==> src/rtl/csteal_loader_pkg.sv <==
package csteal_loader_pkg;
  typedef enum logic [2:0] {
    ST_IDLE    = 3'd0,
    ST_WAIT    = 3'd1,
    ST_REQUEST = 3'd2,
    ST_GRANTED = 3'd3,
    ST_DONE    = 3'd4
  } ld_state_t;
endpackage

==> src/rtl/csteal_sync.sv <==
module csteal_sync #(
  parameter int W = 3
) (
  input  logic         clk,
  input  logic         rst,
  input  logic [W-1:0] async_in,
  output logic [W-1:0] sync_out
);
  for (genvar i = 0; i < W; i++) begin : g_bit
    logic stage1, stage2;
    always_ff @(posedge clk) begin
      if (rst) begin
        stage1 <= 1'b0;
        stage2 <= 1'b0;
      end else begin
        stage1 <= async_in[i];
        stage2 <= stage1;
      end
    end
    assign sync_out[i] = stage2;
  end
endmodule

==> src/rtl/csteal_timer.sv <==
module csteal_timer #(
  parameter int TW = 8
) (
  input  logic          clk,
  input  logic          rst,
  input  logic          run,
  input  logic [TW-1:0] limit,
  output logic          expire
);
  localparam int CW = TW + 1;
  logic [TW-1:0] cnt;
  logic [CW-1:0] next_cnt;

  assign next_cnt = {1'b0, cnt} + CW'(1);
  assign expire   = run && (next_cnt >= {1'b0, limit});

  always_ff @(posedge clk) begin
    if (rst || !run) cnt <= '0;
    else if (!expire) cnt <= next_cnt[TW-1:0];
  end
endmodule

==> src/rtl/csteal_fsm.sv <==
module csteal_fsm
  import csteal_loader_pkg::*;
#(
  parameter int AW = 16,
  parameter int DW = 16
) (
  input  logic          clk,
  input  logic          rst,
  input  logic          cmd_valid,
  input  logic [AW-1:0] cmd_addr,
  input  logic [DW-1:0] cmd_data,
  input  logic          halted_s,
  input  logic          grant_s,
  input  logic          strobe_s,
  input  logic          expire,
  output logic          ready,
  output logic          timer_run,
  output logic          busy,
  output logic          req_q,
  output logic          bus_en_q,
  output logic          done_q,
  output logic          err_q,
  output logic [AW-1:0] addr_q,
  output logic [DW-1:0] data_q
);
  ld_state_t state;
  logic      seen_q;

  assign ready     = (state == ST_IDLE) && !grant_s;
  assign timer_run = (state == ST_REQUEST);
  assign busy      = (state != ST_IDLE);

  always_ff @(posedge clk) begin
    if (rst) begin
      state    <= ST_IDLE;
      req_q    <= 1'b0;
      bus_en_q <= 1'b0;
      done_q   <= 1'b0;
      err_q    <= 1'b0;
      seen_q   <= 1'b0;
      addr_q   <= '0;
      data_q   <= '0;
    end else begin
      done_q <= 1'b0;
      err_q  <= 1'b0;
      case (state)
        ST_IDLE: begin
          if (cmd_valid && ready) begin
            addr_q <= cmd_addr;
            data_q <= cmd_data;
            state  <= ST_WAIT;
          end
        end
        ST_WAIT: begin
          if (halted_s) begin
            req_q <= 1'b1;
            state <= ST_REQUEST;
          end
        end
        ST_REQUEST: begin
          if (grant_s) begin
            req_q    <= 1'b0;
            bus_en_q <= 1'b1;
            seen_q   <= 1'b0;
            state    <= ST_GRANTED;
          end else if (!halted_s) begin
            req_q <= 1'b0;
            state <= ST_WAIT;
          end else if (expire) begin
            req_q <= 1'b0;
            err_q <= 1'b1;
            state <= ST_IDLE;
          end
        end
        ST_GRANTED: begin
          if (strobe_s) begin
            seen_q <= 1'b1;
          end else if (seen_q) begin
            bus_en_q <= 1'b0;
            done_q   <= 1'b1;
            state    <= ST_DONE;
          end
        end
        ST_DONE: state <= ST_IDLE;
        default: state <= ST_IDLE;
      endcase
    end
  end
endmodule

==> src/rtl/csteal_loader.sv <==
module csteal_loader #(
  parameter int AW = 16,
  parameter int DW = 16,
  parameter int TW = 8
) (
  input  logic          clk,
  input  logic          rst,
  input  logic          cmd_valid,
  output logic          cmd_ready,
  input  logic [AW-1:0] cmd_addr,
  input  logic [DW-1:0] cmd_data,
  input  logic [TW-1:0] timeout_lim,
  input  logic          cpu_halted,
  input  logic          grant_in,
  input  logic          strobe_in,
  output logic          steal_req,
  output logic          bus_drive,
  output logic [AW-1:0] mem_addr,
  output logic [DW-1:0] mem_data,
  output logic          done,
  output logic          err
);
  localparam int NSYNC = 3;

  logic [NSYNC-1:0] sync_vec;
  logic halted_s, grant_s, strobe_s;
  logic expire, timer_run, busy;

  csteal_sync #(.W(NSYNC)) u_sync (
    .clk      (clk),
    .rst      (rst),
    .async_in ({strobe_in, grant_in, cpu_halted}),
    .sync_out (sync_vec)
  );
  assign halted_s = sync_vec[0];
  assign grant_s  = sync_vec[1];
  assign strobe_s = sync_vec[2];

  csteal_timer #(.TW(TW)) u_timer (
    .clk    (clk),
    .rst    (rst),
    .run    (timer_run),
    .limit  (timeout_lim),
    .expire (expire)
  );

  csteal_fsm #(.AW(AW), .DW(DW)) u_fsm (
    .clk       (clk),
    .rst       (rst),
    .cmd_valid (cmd_valid),
    .cmd_addr  (cmd_addr),
    .cmd_data  (cmd_data),
    .halted_s  (halted_s),
    .grant_s   (grant_s),
    .strobe_s  (strobe_s),
    .expire    (expire),
    .ready     (cmd_ready),
    .timer_run (timer_run),
    .busy      (busy),
    .req_q     (steal_req),
    .bus_en_q  (bus_drive),
    .done_q    (done),
    .err_q     (err),
    .addr_q    (mem_addr),
    .data_q    (mem_data)
  );
endmodule

==> config.mk <==
export PLATFORM = sky130hd
export DESIGN_NAME = csteal_loader
export DESIGN_NICKNAME = d
export VERILOG_FILES = /design/src/rtl/csteal_loader_pkg.sv /design/src/rtl/csteal_sync.sv /design/src/rtl/csteal_timer.sv /design/src/rtl/csteal_fsm.sv /design/src/rtl/csteal_loader.sv
export SDC_FILE = /design/constraint.sdc
export NUM_CORES = 1
export LEC_CHECK = 0
export ABC_AREA = 1
export BUFFER_PORTS_ARGS = -buffer_cell sky130_fd_sc_hd__buf_2
export CORE_ASPECT_RATIO = 0.7
export CORE_MARGIN = 1.5
export CORE_UTILIZATION = 29
export CTS_BUF_LIST = sky130_fd_sc_hd__clkbuf_4 sky130_fd_sc_hd__clkbuf_8
export DETAILED_ROUTE_END_ITERATION = 8
export HOLD_SLACK_MARGIN = 0.02
export PLACE_DENSITY = 0.58
export SYNTH_ARGS = -nofsm -noshare
export SYNTH_HDL_FRONTEND = slang
export SYNTH_SLANG_ARGS = --single-unit
export TNS_END_PERCENT = 1
==> constraint.sdc <==
create_clock -name clk -period 2.03 [get_ports clk]
set_clock_uncertainty 0.1 [all_clocks]
set_input_delay 0.203 -clock clk [delete_from_list [all_inputs] [get_ports clk]]
set_output_delay 0.203 -clock clk [all_outputs]
set_load 0.02 [all_outputs]
# Word-level counts from Yosys, hierarchy flattened
# Index checks and enable logic that the tools add are counted.
# W data, S select, Z words.
[classes] magnitude_cmp=1 bitwise=3 n_reduce_logical=16 n_eq_ne=10 muxes=22 addsub=1
[ops] cell="$mux W3" count=7
[ops] cell="$pmux W3 S4" count=1
[ops] cell="$mux W1" count=11
[ops] cell="$ne A2 B2 Y1 const B" count=5
[ops] cell="$add A8 B1 Y9 const B" count=1
[ops] cell="$ge A9 B8 Y1" count=1
[ops] cell="$eq A3 B2 Y1 const B" count=2
[ops] cell="$pmux W1 S2" count=3
[ops] cell="$reduce_and A3 Y1" count=2
[ops] cell="$reduce_and A5 Y1" count=1
[ops] cell="$ne A4 B4 Y1 const B" count=1
[ops] cell="$reduce_and A4 Y1" count=1
[ops] cell="$reduce_bool A2 Y1" count=2
[ops] cell="$reduce_or A4 Y1" count=1
[ops] cell="$eq A3 B1 Y1 const B" count=1
[ops] cell="$logic_and A1 B1 Y1" count=3
[ops] cell="$logic_not A3 Y1" count=1
[ops] cell="$not A1 Y1" count=3
[ops] cell="$reduce_or A3 Y1" count=1
[ops] cell="$logic_not A1 Y1" count=2
[ops] cell="$ne A2 B1 Y1 const B" count=1
[ops] cell="$reduce_and A2 Y1" count=1
[ops] cell="$logic_or A1 B1 Y1" count=1
[word_totals] inputBits=46 elab_cells=68 reg_bits=54

# Logic depth before layout (Yosys ltp)
[depth] word_depth=7 depth_mapped=18 mapped_depth_nobuf=18

# By module
# Synthesis repeated with hierarchy kept, for this count alone.
[hier_totals] hier_cells=332 area_unflattened_um2=2568.7
[by_module_without_submodules] module="csteal_fsm" area_each_um2=1655.3 seq_area_each_um2=800.8 instances=1 cells_per_inst=206
[by_module_without_submodules] module="csteal_timer" area_each_um2=725.7 seq_area_each_um2=160.2 instances=1 cells_per_inst=105
[by_module_without_submodules] module="csteal_sync" area_each_um2=187.7 seq_area_each_um2=120.1 instances=1 cells_per_inst=21

# Least setup slack after synthesis
# No wires, ideal clock.
[synth_path] path_kind="reg-to-reg" from="register u_timer.cnt[0]" to="register u_timer.cnt[6]" slack_ps=-84 t_required_ps=1820 arrival_ps=1904 setup_ps=110 stages_incl_launch_ff=16 period_less_slack_ps=2114 cell_sequence="dfxtp_1 ha_1 nand3_2 nor2_4 xor2_1 ha_1 nand2_1 inv_1 nand2_1 nand2_1 nand2_2 nand2_4 nand2_4 inv_6 nor2_2 nor2_2"
[synth_via] elab_chain_cells=3
[synth_lines] element="start, declared" line="csteal_timer.sv:11" rtl="logic [TW-1:0] cnt;"
[synth_lines] element="start signal, assigned" line="csteal_timer.sv:19" rtl="else if (!expire) cnt <= next_cnt[TW-1:0];"
[synth_lines] element="$add A8 B1 Y9 *" line="csteal_timer.sv:14" rtl="assign next_cnt = {1'b0, cnt} + CW'(1);"
[synth_lines] element="via u_timer.next_cnt[6]" line="csteal_timer.sv:12" rtl="logic [CW-1:0] next_cnt;"
[synth_lines] element="$ge A9 B8 Y1" line="csteal_timer.sv:15" rtl="assign expire = run && (next_cnt >= {1'b0, limit});"
[synth_lines] element="$logic_and A1 B1 Y1" line="csteal_timer.sv:15"
# The timed path passes the listed nets; every way through them passes the cells marked *.
# A chain may end at the register's enable or synchronous reset.

# Worst setup path in the final report
[layout_path] from="register u_timer.cnt[0]" to="register u_timer.cnt[2]"
[layout_via] elab_chain_cells=3
[layout_lines] element="$add A8 B1 Y9" line="csteal_timer.sv:14"
[layout_lines] element="via u_timer.next_cnt[4]" line="csteal_timer.sv:12"
[layout_lines] element="$ge A9 B8 Y1" line="csteal_timer.sv:15"
[layout_lines] element="$logic_and A1 B1 Y1" line="csteal_timer.sv:15"
# The timed path passes the listed nets, and every way through them passes these cells.

==> impl_metrics.env <==
export IMPL_cts_sinks=54
export IMPL_yosysTopAreaCell="dfxtp_1"
export IMPL_rsz0062_at_grt="yes"
export IMPL_area_delta_synth_final_pct=34.9
export IMPL_crit_type="reg -> reg"
export IMPL_end_kind="flip-flop"
export IMPL_synth_fp_nets=369
export IMPL_final_cell_mix="82 x buf_2, 65 x inv_1, 51 x dfxtp_1"
export IMPL_cts_root_buf="clkbuf_8"
export IMPL_gp_congestion=0.810
export IMPL_tns_ps=-1190
export IMPL_ir_drop_uv=344
export IMPL_grt_start_max_net_pins=65
export IMPL_worst_path_max_fanout=8
export IMPL_vias_per_cell=4.14
export IMPL_cts_buffer_depth=2
export IMPL_min_to="u_fsm.addr_q[9]"
export IMPL_cts_tree="done"
export IMPL_hp_class="in -> reg"
export IMPL_p_sw_mw=1.18
export IMPL_slew_violations=0
export IMPL_ys_seq_area_share_pct=44.5
export IMPL_slowest_stage="dfxtp_4"
export IMPL_fin_crit_sh_pct=108
export IMPL_clock_latency_ps=310
export IMPL_antennaDiodeCount=0
export IMPL_drc_errors=0
export IMPL_combPwrFrac_pct=36.5
export IMPL_cts_htree_levels=2
export IMPL_synth_top_cell_area_share_pct=44.5
export IMPL_max_stage_delay_ps=380
export IMPL_die_w_um=112
export IMPL_leakagePower_nw=1.59
export IMPL_io_buffers=82
export IMPL_fp_dieH_um=79.5
export IMPL_synth_avg_cell_area_um2=7.73
export IMPL_dpl_instance_area_mm2=0.00306
export IMPL_wirelength_mm=5.33
export IMPL_crit_required_ps=2140
export IMPL_min_from="cmd_addr[9]"
export IMPL_hold_viol=0
export IMPL_violations="setup timing"
export IMPL_fin_ws_ps=-171
export IMPL_fillers=850
export IMPL_worst_path_most_repeated_cell="nand2_1"
export IMPL_num_io_pins=83
export IMPL_holdPathStages=3
export IMPL_grt_overflow=0
export IMPL_ys_seq_elements=54
export IMPL_path_cells="ha_4 -> nand3_4 -> xor2_2 -> ha_1 -> nand2_1 -> nor2_1 -> nand2_1 -> nand3_1 -> nand2_1 -> nand2_1 -> nand2_2 -> nand2_4 -> nand2_8 -> clkinv_8 -> nor2_4 -> nor2_2"
export IMPL_first_iter_violations=61
export IMPL_drive_gt1_share_pct=35.7
export IMPL_slew_headroom_pct=65.2
export IMPL_r2r_slack_ps=-170
export IMPL_synth_distinct_cells=29
export IMPL_num_vias=2122
export IMPL_yosys_warnings=0
export IMPL_die_area_mm2=0.00894
export IMPL_wl_per_cell_um=10.4
export IMPL_start_kind="flip-flop"
export IMPL_period_minus_slack_ps=2200
export IMPL_dp_final_hpwl_mm=4.06
export IMPL_reg2reg_depth=16
export IMPL_syn_instance_count=314
export IMPL_critPathArrivalTime_ps=2310
export IMPL_clockPowerShare_pct=19.9
export IMPL_std_cell_rows=27
export IMPL_r2r_start="u_timer.cnt[0]"
export IMPL_synthTopCellsByArea="dfxtp_1 45%, inv_1 10%, a21oi_1 7.8%"
export IMPL_layout_nets=466
export IMPL_grt_pass1_wl_mm=8.58
export IMPL_antenna_left=0
export IMPL_timing_rr_end="u_timer.cnt[2]"
export IMPL_start_util_pct=30.4
export IMPL_dr_pass1_iters=6
export IMPL_final_area_mm2=0.00328
export IMPL_grt_pass1_vias=1911
export IMPL_netlist_area_mm2=0.00243
export IMPL_core_area_mm2=0.00797
export IMPL_switching_share_pct=37.7
export IMPL_outcome="finished, violations left"
export IMPL_fin_util_pct=41.1
export IMPL_tightest_slew_ps=518
export IMPL_power_density_mw_per_mm2=960
export IMPL_dp_slack_ps=-166
export IMPL_cts_buffers=5
export IMPL_finalSetupViolCount=11
export IMPL_max_freq_mhz=454
export IMPL_power_frac_seq_pct=43.6
export IMPL_final_common_cell="buf_2"
export IMPL_antenna_found_initial=0
export IMPL_clkTransAtPathRegs_ps=90
export IMPL_maxCapViolCount=0
export IMPL_p_int_mw=1.96
export IMPL_grt_usage_pct=12.0
cells in the mapped netlist (all sizes together):
cell type and count:
nand4 1, nand3 5, nor3 7, nor2 31, dfxtp 54, a21oi 38
o21ai 35, a211oi 1, buf 5, nand3b 2, or2 2, o221ai 1
ha 9, clkbuf 6, inv 71, nand2 40, a31oi 2, xor2 4
worst max-delay path, delay by kind of cell (launching register included):
family,cells,cell delay [ps]
and+or+nand+nor,12,930
adders and majority gates,2,440
DFF,1,380
xor gates and xnor gates,1,170
buffers and inverters,1,90
layer usage:
metal,up-vias,wire length (um),global-route usage [%]
li1,1169,-,-
met1,912,2530,14.7
met2,33,2530,20.7
met3,8,186,3.11
met4,0,81,4.18
met5,-,0,0
what timing repair did:
action,CTS,global route
hold buffers,3,0
setup endpoints to repair,11,11
hold endpoints to repair,3,0
buffers inserted,3,0
gates resized for setup,4,15
pin swaps,4,10
per-stage QoR:
stage / total power [mW] / hold WS [ps] / cells
2_1_floorplan: 2.18 / 210 / 314
3_3_place_gp: 2.51 / 294 / 499
3_5_place_dp: 2.53 / 292 / 499
4_1_cts: 3.18 / 45.7 / 513
5_1_grt: 3.38 / 50.7 / 513
6_report: 3.14 / 68.2 / 513
state kept, by name, indices dropped and copies added, names as in the netlist:
signal / flops
u_fsm.err_q: 1
u_fsm.addr_q: 16
u_fsm.bus_en_q: 1
u_sync.g_bit.stage1: 3
u_fsm.done_q: 1
u_fsm.seen_q: 1
u_sync.g_bit.stage2: 3
u_fsm.req_q: 1
u_fsm.state: 3
u_timer.cnt: 8
u_fsm.data_q: 16
final cells by class:
cell class	instances	area [um2]	share of cell area, %
clock buffers	7	90.1	2.75
clock inverters	1	5.00	0.153
inverters	71	279	8.52
multi-input cells	178	1110	33.9
flip-flops and latches	54	1090	33.2
well taps	101	126	3.86
repair buffers	101	577	17.6
power by group through the flow:
stage | Combinational [mW] | Sequential, mW | Clock, mW
3_3_place_gp | 1.12 | 1.39 | 0
6_report | 1.15 | 1.37 | 0.625
4_1_cts | 1.14 | 1.37 | 0.668
3_5_place_dp | 1.14 | 1.40 | 0
5_1_grt | 1.28 | 1.40 | 0.695
2_1_floorplan | 0.565 | 1.61 | 0
cell families (layout without fill, tap and decap cells):
family          Yosys count  count (layout)  share of synthesized area (%)
simple gates             88              88                           19.1
buf+inv                  82             180                           13.1
compound gates           77              77                           16.9
xor+xnor                  4               4                           1.75
flops                    54              54                           44.5
fa+ha+maj                 9               9                           4.64
worst max path at each step:
| stage | startpoint | end | cells after the start |
|---|---|---|---|
| global route | u_timer.cnt[0] | u_timer.cnt[2] | 18 |
| finish | u_timer.cnt[0] | u_timer.cnt[2] | 16 |
| detailed placement | u_timer.cnt[1] | u_timer.cnt[7] | 18 |
| floorplan | u_timer.cnt[2] | u_timer.cnt[2] | 18 |
| global placement | u_timer.cnt[1] | u_timer.cnt[2] | 18 |
| CTS | u_timer.cnt[0] | u_timer.cnt[1] | 18 |
(Power assumes the default switching activity.)
